$ cat config.mk
export PLATFORM = sky130hd
export DESIGN_NAME = req64_gen
export DESIGN_NICKNAME = d
export VERILOG_FILES = /design/src/rtl/req64_pkg.sv /design/src/rtl/req64_cap.sv /design/src/rtl/req64_hist.sv /design/src/rtl/req64_qual.sv /design/src/rtl/req64_gen.sv
export SDC_FILE = /design/constraint.sdc
export NUM_CORES = 1
export LEC_CHECK = 0
export ABC_AREA = 1
export BUFFER_PORTS_ARGS = -buffer_cell sky130_fd_sc_hd__buf_2
export CAP_MARGIN = 20
export CORE_AREA = 2 2 39 41
export CTS_BUF_LIST = sky130_fd_sc_hd__clkbuf_2
export DETAILED_ROUTE_END_ITERATION = 10
export DIE_AREA = 0 0 41 43
export GPL_TIMING_DRIVEN = 1
export SETUP_SLACK_MARGIN = 0.05
export SYNTH_ARGS = -nofsm -noshare
export SYNTH_HDL_FRONTEND = slang
export SYNTH_SLANG_ARGS = --single-unit
$ cat constraint.sdc
create_clock -name clk_i -period 2 [get_ports clk_i]
set_input_delay 0.3 -clock clk_i [delete_from_list [all_inputs] [get_ports clk_i]]
set_output_delay 0.3 -clock clk_i [all_outputs]
set_load 0.01 [all_outputs]
$ cat src/rtl/req64_pkg.sv
package req64_pkg;
  typedef enum logic [2:0] {
    CMD_IO     = 3'd0,
    CMD_CFG    = 3'd1,
    CMD_SPC    = 3'd2,
    CMD_RD_NP  = 3'd3,
    CMD_RD_PF  = 3'd4,
    CMD_WR     = 3'd5,
    CMD_RSV6   = 3'd6,
    CMD_RSV7   = 3'd7
  } cmd_e;
endpackage

$ cat src/rtl/req64_cap.sv
module req64_cap (
  input  logic clk_i,
  input  logic rst_ni,
  input  logic strap_ni,
  output logic cap_o
);
  logic armed_q;
  logic cap_q;

  // armed during reset and for the edge that ends it
  always_ff @(posedge clk_i or negedge rst_ni) begin
    if (!rst_ni) armed_q <= 1'b1;
    else         armed_q <= 1'b0;
  end

  always_ff @(posedge clk_i) begin
    if (armed_q) cap_q <= ~strap_ni;
  end

  assign cap_o = cap_q;
endmodule

$ cat src/rtl/req64_hist.sv
module req64_hist (
  input  logic clk_i,
  input  logic rst_ni,
  input  logic start_i,
  input  logic resume_i,
  input  logic term_i,
  input  logic term_retry_i,
  input  logic ack64_ni,
  output logic hist_o
);
  logic hist_q;

  always_ff @(posedge clk_i or negedge rst_ni) begin
    if (!rst_ni) begin
      hist_q <= 1'b0;
    end else if (term_i && !term_retry_i) begin
      hist_q <= ~ack64_ni;
    end else if (start_i && !resume_i) begin
      hist_q <= 1'b0;
    end
  end

  assign hist_o = hist_q;
endmodule

$ cat src/rtl/req64_qual.sv
module req64_qual
  import req64_pkg::*;
#(
  parameter int CNT_W     = 4,
  parameter int MIN_WR_DW = 4
) (
  input  logic             cap_i,
  input  cmd_e             cmd_i,
  input  logic [1:0]       qw_addr_i,
  input  logic [CNT_W-1:0] wr_dw_i,
  input  logic             single_dw_i,
  input  logic             resume_i,
  input  logic             hist_i,
  output logic             go_o
);
  localparam logic [CNT_W-1:0] MinDw = CNT_W'(MIN_WR_DW);

  logic class_ok;
  logic rule_ok;

  always_comb begin
    class_ok = 1'b0;
    rule_ok  = 1'b1;
    unique case (cmd_i)
      CMD_RD_PF: begin
        class_ok = 1'b1;
        if (single_dw_i || qw_addr_i[1]) rule_ok = 1'b0;
      end
      CMD_WR: begin
        class_ok = 1'b1;
        if (wr_dw_i < MinDw)        rule_ok = 1'b0;
        if (resume_i && !hist_i)    rule_ok = 1'b0;
      end
      default: class_ok = 1'b0;
    endcase
  end

  assign go_o = cap_i && class_ok && rule_ok && !qw_addr_i[0];
endmodule

$ cat src/rtl/req64_gen.sv
module req64_gen
  import req64_pkg::*;
#(
  parameter int CNT_W     = 4,
  parameter int MIN_WR_DW = 4
) (
  input  logic             clk_i,
  input  logic             rst_ni,
  input  logic             req64_strap_ni,
  input  logic             start_i,
  input  logic [2:0]       cmd_i,
  input  logic [1:0]       qw_addr_i,
  input  logic [CNT_W-1:0] wr_dw_i,
  input  logic             single_dw_i,
  input  logic             resume_i,
  input  logic             frame_ni,
  input  logic             term_i,
  input  logic             term_retry_i,
  input  logic             ack64_ni,
  output logic             req64_no
);
  logic cap_q;
  logic hist_q;
  logic go_d;
  logic dec_q;

  req64_cap u_cap (
    .clk_i    (clk_i),
    .rst_ni   (rst_ni),
    .strap_ni (req64_strap_ni),
    .cap_o    (cap_q)
  );

  req64_hist u_hist (
    .clk_i        (clk_i),
    .rst_ni       (rst_ni),
    .start_i      (start_i),
    .resume_i     (resume_i),
    .term_i       (term_i),
    .term_retry_i (term_retry_i),
    .ack64_ni     (ack64_ni),
    .hist_o       (hist_q)
  );

  req64_qual #(
    .CNT_W     (CNT_W),
    .MIN_WR_DW (MIN_WR_DW)
  ) u_qual (
    .cap_i       (cap_q),
    .cmd_i       (cmd_e'(cmd_i)),
    .qw_addr_i   (qw_addr_i),
    .wr_dw_i     (wr_dw_i),
    .single_dw_i (single_dw_i),
    .resume_i    (resume_i),
    .hist_i      (hist_q),
    .go_o        (go_d)
  );

  always_ff @(posedge clk_i or negedge rst_ni) begin
    if (!rst_ni)      dec_q <= 1'b0;
    else if (start_i) dec_q <= go_d;
  end

  // request tracks frame with no register in between
  assign req64_no = frame_ni | ~dec_q;
endmodule

==> metrics.md, run 1 <==
| Metric | Value |
|---|---|
| Status | finished, final reports clean |
| HP Start | ack64_ni |
| CP delay by family, top | flip-flops |
| Kind of critical path | flip-flop to primary output |
| IO buf count | 17 |
| Io pins | 20 |
| Tcrit/Tclk final | 53.4% |
| Fin util | 25.4% |
| Register area | 106 um^2 |
| Crit. End Element | primary output |
| Chip Width | 41 um |
| Number of nets in the layout | 71 |
| Tot GR Track Use | 6.35% |
| R2R Path End | dec_q |
| Drt first-iter violations | 0 |
| Pwr Density | 605 nW/um^2 |
| Max incr delay on CP | 0.38 ns |
| Net Count, Synth | 48 |
| Layout cells sized above 1 | 47.1% |
| Final HPWL DP | 417 um |
| Crit-path cells | nand2_1 -> buf_2 |
| Crit path required time | 1.70 ns |
| Peak VDD IR | 0.170 mV |
| Antenna diodes | 0 |
| Multi-input logic area | 76.3 um^2 |
| Crit path max fanout | 2 |
| Area Overhead vs Synth | 62.4% |
| Num Clock Sinks | 4 |
| HP Class | input pin to flip-flop |
| DRT Wirelength | 486 um |
| Max Fclk | 937 MHz |
| Via/cell ratio | 3.49 |
| DR pass1 iterations | 1 |
| CTS tree | yes |
| Drt drc | 0 |
| Final setup viols | 0 |
| WHS Endpoint | u_hist.hist_o |
| Synth Instances | 29 |
| Pin count of the biggest net entering global routing | 4 |
| Min Tclk post-route | 1.07 ns |
| Total power | 213 uW |
| CTS Buffer Depth | 2 |
| Die area | 1760 um^2 |
| Yosys cell types | 12 |
| RSZ-0062 raised after global routing | no |
| Max Cap Viol | 0 |
| Clock slew at reported path FFs | 0.04 ns |
| Cts repair resizes | 0 |
| TritonCTS buffer count | 3 |
| Htree depth | 1 |
| Vias in the first global route | 215 |
| Routability cong. | 0.597 |
| Num rows | 14 |
| DR vias | 234 |
| Total gr overflow | 0 |
| Initial antenna violation count | 0 |
| Fillers | 168 |
| Clock latency at the later pin of the worst-skew pair | 0.21 ns |
| First-pass GRT wire length | 676 um |
| Core Box Area | 1380 um^2 |
| Post-DRT Antenna Nets | 0 |
| Final Max Tran Viols | 0 |
| Die height | 43 um |
| Fin Setup TNS | 0 ns |
| WHS Path Cells | 2 |
| Sequential fraction of the synthesis area | 49.1% |
| Critical Path AT | 0.77 ns |
| Wire per inst | 7.25 um |
| Reg2reg path depth | 6 |
| CTS root buffer | clkbuf_2 |
| Mapped Avg Cell Area | 7.46 um^2 |
| Starting density of the core | 15.6% |
| Launching point of the worst reg2reg path | u_hist.hist_o |
| P_leak | 0.216 nW |
| Final Hold Fails | 0 |
| Worst Skew | 0.00841 ns |
| CP Launch Type | flip-flop |
| Synth warnings | 0 |
| Critical Path Slowest Stage Cell | dfrtp_1 |
| Worst Path Buf+Inv | 1 |
| Worst reg-to-reg setup slack | 1.20 ns |
| Register bit count reported by yosys | 4 |
| Syn Std Cell Area | 216 um^2 |
| Fin Hold WS | 0.299 ns |
repair_timing:
item	4_1_cts	5_1_grt
hold buffers	1	0
buffers inserted	0	0
hold endpoints to repair	2	0
logic make-up (layout without fill, tap and decap cells):
group | count (synthesis) | in the layout | synth area share [%]
buf+inv | 9 | 31 | 15.6
other cells | 1 | 1 | 1.73
flops | 4 | 4 | 49.1
simple gates | 12 | 12 | 23.1
compound gates | 3 | 3 | 10.4
cells in the mapped netlist:
master | instances | area, um^2
inv_1 | 9 | 33.8
nand2_1 | 8 | 30.0
dfrtp_1 | 2 | 50.1
nand3_1 | 2 | 10.0
conb_1 | 1 | 3.75
dfstp_2 | 1 | 26.3
edfxtp_1 | 1 | 30.0
nand2_2 | 1 | 6.26
nor2_1 | 1 | 3.75
o21ai_1 | 1 | 5.00
o21bai_2 | 1 | 11.3
o22ai_1 | 1 | 6.26
metal layers:
metal  share of wire (%)  global-route usage, %  up-vias
met5                   0                      0        -
met4                   0                   6.00        0
met3                 9.5                   3.14        0
met2                  56                   12.2        9
met1                  34                   2.93       97
li1                    -                      -      128
per-stage QoR:
| stage | area (um^2) | cells | worst slack, ns |
|---|---|---|---|
| 3_5_place_dp | 322 | 62 | 1.10 |
| 2_1_floorplan | 216 | 29 | 1.22 |
| 5_1_grt | 352 | 67 | 0.885 |
| 3_3_place_gp | 322 | 62 | 1.10 |
| 4_1_cts | 352 | 67 | 0.906 |
| 6_report | 352 | 67 | 0.933 |
report_power, final:
group | switching (mW) | internal [mW] | leakage, nW
Clock | 0.0361 | 0.0528 | 0.0166
Combinational | 0.0141 | 0.0189 | 0.152
Sequential | 0.00126 | 0.0896 | 0.0471
cell usage in the layout, fill, tap and decap left out:
cell type and count:
buf_2 17, edfxtp_1 1, nand2_2 1, nand3_1 2, dlygate4sd3_1 1, nand2_1 8
clkbuf_2 4, inv_1 9, nor2_1 1, o22ai_1 1, o21ai_1 1, conb_1 1
dfstp_2 1, o21bai_2 1, dfrtp_1 2
sequential cells by signal, summed over array words and instances (netlist names):
register	cells
dec_q	1
u_cap.cap_o	1
u_cap.armed_q	1
u_hist.hist_o	1
final cells by class:
cell class | count | area share [%]
clock buffers | 4 | 5.69
well taps | 16 | 5.69
inverters | 9 | 9.61
multi-input cells | 16 | 21.7
flip-flops and latches | 4 | 30.2
repair buffers | 18 | 27.0
worst max-delay path by stage:
stage | startpoint | end | slack, ns | cells after the start
6_report | dec_q | req64_no | 0.93 | 2
5_1_grt | dec_q | req64_no | 0.88 | 2
4_1_cts | dec_q | req64_no | 0.91 | 2
3_5_place_dp | frame_ni | req64_no | 1.10 | 4
3_3_place_gp | frame_ni | req64_no | 1.10 | 4
2_1_floorplan | u_cap.armed_q | u_cap.cap_o | 1.22 | 0
Note: power is estimated with default switching activity, not from simulation.
==> run 2: changes to the inputs <==
Clock period 2 ns to 0.9 ns, I/O delays scaled along.
==> metrics.md, run 2 (synthesized netlist as in run 1, its figures left out) <==
| Metric | Value |
|---|---|
| Status | finished, final reports clean |
| Die area | 1760 um^2 |
| Reg2reg path depth | 0 |
| Initial antenna violation count | 0 |
| Total gr overflow | 0 |
| Critical Path AT | 0.76 ns |
| Register area | 106 um^2 |
| P_leak | 0.215 nW |
| Most frequent cells in the layout | buf_2, inv_1, nand2_1, clkbuf_2 |
| Num Clock Sinks | 4 |
| Crit-path cells | nand2_1 -> buf_2 |
| Die height | 43 um |
| Layout cells sized above 1 | 49.0% |
| Fin Hold WS | 0.134 ns |
| Fillers | 168 |
| Max Fclk | 1120 MHz |
| Chip Width | 41 um |
| Area Overhead vs Synth | 62.4% |
| CTS Buffer Depth | 2 |
| CP Launch Type | flip-flop |
| Worst reg-to-reg setup slack | 0.11 ns |
| Io pins | 20 |
| Wire per inst | 7.25 um |
| Routability cong. | 0.597 |
| Crit path to | req64_no |
| Clock slew at reported path FFs | 0.04 ns |
| Worst Skew | 0.00841 ns |
| DRT Wirelength | 486 um |
| Num rows | 14 |
| M1 WL | 165 um |
| WL met3 | 46 um |
| Clock latency at the later pin of the worst-skew pair | 0.21 ns |
| Final setup viols | 0 |
| Peak VDD IR | 0.381 mV |
| CTS root buffer | clkbuf_2 |
| Pwr Density | 1350 nW/um^2 |
| Max incr delay on CP | 0.38 ns |
| Post-DRT Antenna Nets | 0 |
| Number of nets in the layout | 71 |
| Post-CTS setup buffers | 0 |
| Tcrit/Tclk final | 99.4% |
| Crit path max fanout | 2 |
| TritonCTS buffer count | 3 |
| Multi-input logic area | 76.3 um^2 |
| IO buf count | 17 |
| Final Max Tran Viols | 0 |
| Htree depth | 1 |
| Drt first-iter violations | 0 |
| Crit path launch | dec_q |
| Crit. End Element | primary output |
| Antenna diodes | 0 |
| Via/cell ratio | 3.49 |
| HP Class | input pin to flip-flop |
| Top Layer Used | met3 |
| Crit path required time | 0.76 ns |
| Total power | 474 uW |
| R2R Path End | u_cap.cap_o |
| Critical Path Slowest Stage Cell | dfrtp_1 |
| Kind of critical path | flip-flop to primary output |
| Final HPWL DP | 417 um |
| Drt drc | 0 |
| Starting density of the core | 15.6% |
| Vias in the first global route | 213 |
| Routed wl met2 | 274 um |
| DR pass1 iterations | 1 |
| DR vias | 234 |
| First-pass GRT wire length | 676 um |
| Max Cap Viol | 0 |
| RSZ-0062 raised after global routing | yes |
| Fin util | 25.4% |
| Tot GR Track Use | 6.35% |
| Min Tclk post-route | 0.894 ns |
| CTS tree | yes |
| Pin count of the biggest net entering global routing | 4 |
| Launching point of the worst reg2reg path | u_cap.armed_q |
| Core Box Area | 1380 um^2 |
| Final Hold Fails | 0 |
| Commonest non-fill, non-tap cell in the layout | buf_2 |
## run 2: cell counts in the layout (fill, tap and decap cells not counted)
Identical to the previous run, type by type.
## run 2: how the worst min path moves through the flow
stage	startpoint	to	depth (start not counted)
after floorplan	rst_ni	dec_q	0
after global routing	ack64_ni	u_hist.hist_o	2
after detailed placement	rst_ni	u_hist.hist_o	1
after global placement	rst_ni	dec_q	1
after CTS	ack64_ni	u_hist.hist_o	2
final	ack64_ni	u_hist.hist_o	2
## run 2: area by class of cell
class                           instances  area share [%]
Tap cell                               16            5.69
Multi-Input combinational cell         16            21.7
Timing Repair Buffer                   18            27.0
Sequential cell                         4            30.2
Inverter                                9            9.61
Clock buffer                            4            5.69
## run 2: timing repair
| action | in CTS | in global routing |
|---|---|---|
| gates cloned | 0 | 0 |
| endpoints found under the setup margin | 1 | 2 |
| resized for setup | 0 | 1 |
| hold endpoints to repair | 3 | 0 |
| hold buffers | 1 | 0 |
| pin swaps | 1 | 0 |
## run 2: report_power, final
part           internal (mW)  total [mW]  switching (mW)
logic                 0.0421      0.0734          0.0313
clock network          0.117       0.198          0.0803
registers              0.199       0.203         0.00358
total                  0.359       0.474           0.115
## run 2: routing by layer
layer  global-route usage [%]  up-vias
met5                        0        -
met2                     12.2        9
met1                     2.93       97
met3                     3.14        0
li1                         -      128
met4                     6.00        0
## run 2: worst max-delay path: cells and delay by family (launching register included)
kind,cells,cell delay (ns)
buffers and inverters,1,0.12
AND/OR/NAND/NOR,1,0.06
flip-flops,1,0.38
## run 2: stage by stage
| stage | setup slack (ns) | TNS, ns | instances | area [um^2] |
|---|---|---|---|---|
| after CTS | -0.0203 | -0.0203 | 67 | 352 |
| final | 0.00572 | 0 | 67 | 352 |
| after global placement | 0.114 | 0 | 62 | 322 |
| after global routing | -0.0402 | -0.0402 | 67 | 352 |
| after detailed placement | 0.0926 | 0 | 62 | 322 |
| after floorplan | 0.117 | 0 | 29 | 216 |
==> run 3: changes to the inputs <==
Clock period 0.9 ns to 1 ns, I/O delays scaled along.
==> metrics.md, run 3 (synthesized netlist as in run 1, its figures left out) <==
| Metric | Value |
|---|---|
| Layout cells sized above 1 | 47.1% |
| Crit path required time | 0.85 ns |
| Htree depth | 1 |
| Fillers | 168 |
| Core Box Area | 1380 um^2 |
| DR pass1 iterations | 1 |
| Area Overhead vs Synth | 62.4% |
| First-pass GRT wire length | 676 um |
| Pin count of the biggest net entering global routing | 4 |
| Chip Width | 41 um |
| Critical Path AT | 0.76 ns |
| Critical Path Slowest Stage Cell | dfrtp_1 |
| Max Fclk | 1100 MHz |
| Fin Hold WS | 0.149 ns |
| Drt first-iter violations | 0 |
| Initial antenna violation count | 0 |
| Die area | 1760 um^2 |
| CTS root buffer | clkbuf_2 |
| Starting density of the core | 15.6% |
| Min Tclk post-route | 0.909 ns |
| Antenna diodes | 0 |
| CP Launch Type | flip-flop |
| Final HPWL DP | 417 um |
| TritonCTS buffer count | 3 |
| Launching point of the worst reg2reg path | u_hist.hist_o |
| Post-DRT Antenna Nets | 0 |
| Most frequent cells in the layout | buf_2, inv_1, nand2_1, clkbuf_2 |
| Status | finished, final reports clean |
| Post-CTS setup buffers | 0 |
| Wire per inst | 7.25 um |
| Met2 Use GR | 12.2% |
| Max incr delay on CP | 0.38 ns |
| Pwr Density | 1210 nW/um^2 |
| Final Hold Fails | 0 |
| Routability cong. | 0.597 |
| Kind of critical path | flip-flop to primary output |
| Fin Setup TNS | 0 ns |
| Peak VDD IR | 0.340 mV |
| Crit. End Element | primary output |
| R2R Path End | dec_q |
| Reg2reg path depth | 6 |
| Crit path to | req64_no |
| DRT Wirelength | 486 um |
| CTS Buffer Depth | 2 |
| Drt drc | 0 |
| Num rows | 14 |
| Crit-path cells | nand2_1 -> buf_2 |
| RSZ-0062 raised after global routing | yes |
| Num Clock Sinks | 4 |
| Tcrit/Tclk final | 90.9% |
| Crit path max fanout | 2 |
| Vias in the first global route | 215 |
| Worst Skew | 0.00841 ns |
| Max Cap Viol | 0 |
| Commonest non-fill, non-tap cell in the layout | buf_2 |
| Tot GR Track Use | 6.35% |
| Final setup viols | 0 |
| Worst reg-to-reg setup slack | 0.20 ns |
| Crit path launch | dec_q |
| Number of nets in the layout | 71 |
| P_leak | 0.216 nW |
| Cts repair resizes | 0 |
| Io pins | 20 |
| Total power | 425 uW |
| Via/cell ratio | 3.49 |
| DR vias | 234 |
| Fin util | 25.4% |
| Total gr overflow | 0 |
| Clock latency at the later pin of the worst-skew pair | 0.21 ns |
| M3 GR Usage | 3.14% |
| Global routing's busiest layer | met2 |
| Final Max Tran Viols | 0 |
| IO buf count | 17 |
| Die height | 43 um |
| CTS tree | yes |
| Met1 usage | 2.93% |
| Clock slew at reported path FFs | 0.04 ns |
| HP Class | input pin to flip-flop |
## run 3: changes by cell type in the layout (fill, tap and decap cells not counted)
cell / before / now
inv_2: 1 / 0
inv_1: 8 / 9
## run 3: timing repair
item | in CTS | in global routing
hold buffers | 1 | 0
hold endpoints to repair | 3 | 0
setup endpoints to repair | 0 | 1
## run 3: worst min path at each step
| stage | cells after the start | endpoint | slack [ns] | start |
|---|---|---|---|---|
| floorplan | 0 | dec_q | -0.15 | rst_ni |
| global placement | 1 | dec_q | -0.05 | rst_ni |
| detailed placement | 1 | u_hist.hist_o | -0.05 | rst_ni |
| CTS | 2 | u_hist.hist_o | 0.13 | ack64_ni |
| global route | 2 | u_hist.hist_o | 0.13 | ack64_ni |
| finish | 2 | u_hist.hist_o | 0.15 | ack64_ni |
## run 3: per-layer routing
metal / up-vias / wire [um]
met1: 97 / 166
met3: 0 / 46
met2: 9 / 274
met4: 0 / 0
li1: 128 / -
met5: - / 0
## run 3: per-stage QoR
| stage | instance area [um^2] | worst slack (ns) | cells |
|---|---|---|---|
| after detailed placement | 322 | 0.193 | 62 |
| final | 352 | 0.0907 | 67 |
| after global placement | 322 | 0.214 | 62 |
| after floorplan | 216 | 0.217 | 29 |
| after global routing | 352 | 0.0448 | 67 |
| after CTS | 352 | 0.0563 | 67 |
## run 3: layout make-up
type / count / area [um^2] / share of cell area, %
Sequential cell: 4 / 106 / 30.2
Timing Repair Buffer: 18 / 95.1 / 27.0
Multi-Input combinational cell: 16 / 76.3 / 21.7
Inverter: 9 / 33.8 / 9.61
Clock buffer: 4 / 20.0 / 5.69
Tap cell: 16 / 20.0 / 5.69
## run 3: report_power, final
part	switching [mW]	internal [mW]	total, mW	leakage (nW)
combinational	0.0282	0.0377	0.0659	0.152
clock	0.0723	0.106	0.178	0.0166
sequential	0.00252	0.179	0.182	0.0471
## run 3: critical path: cells and delay by family, from the launching register on
family | cells | cell delay (ns)
DFF | 1 | 0.38
buffers and inverters | 1 | 0.12
and+or+nand+nor | 1 | 0.06
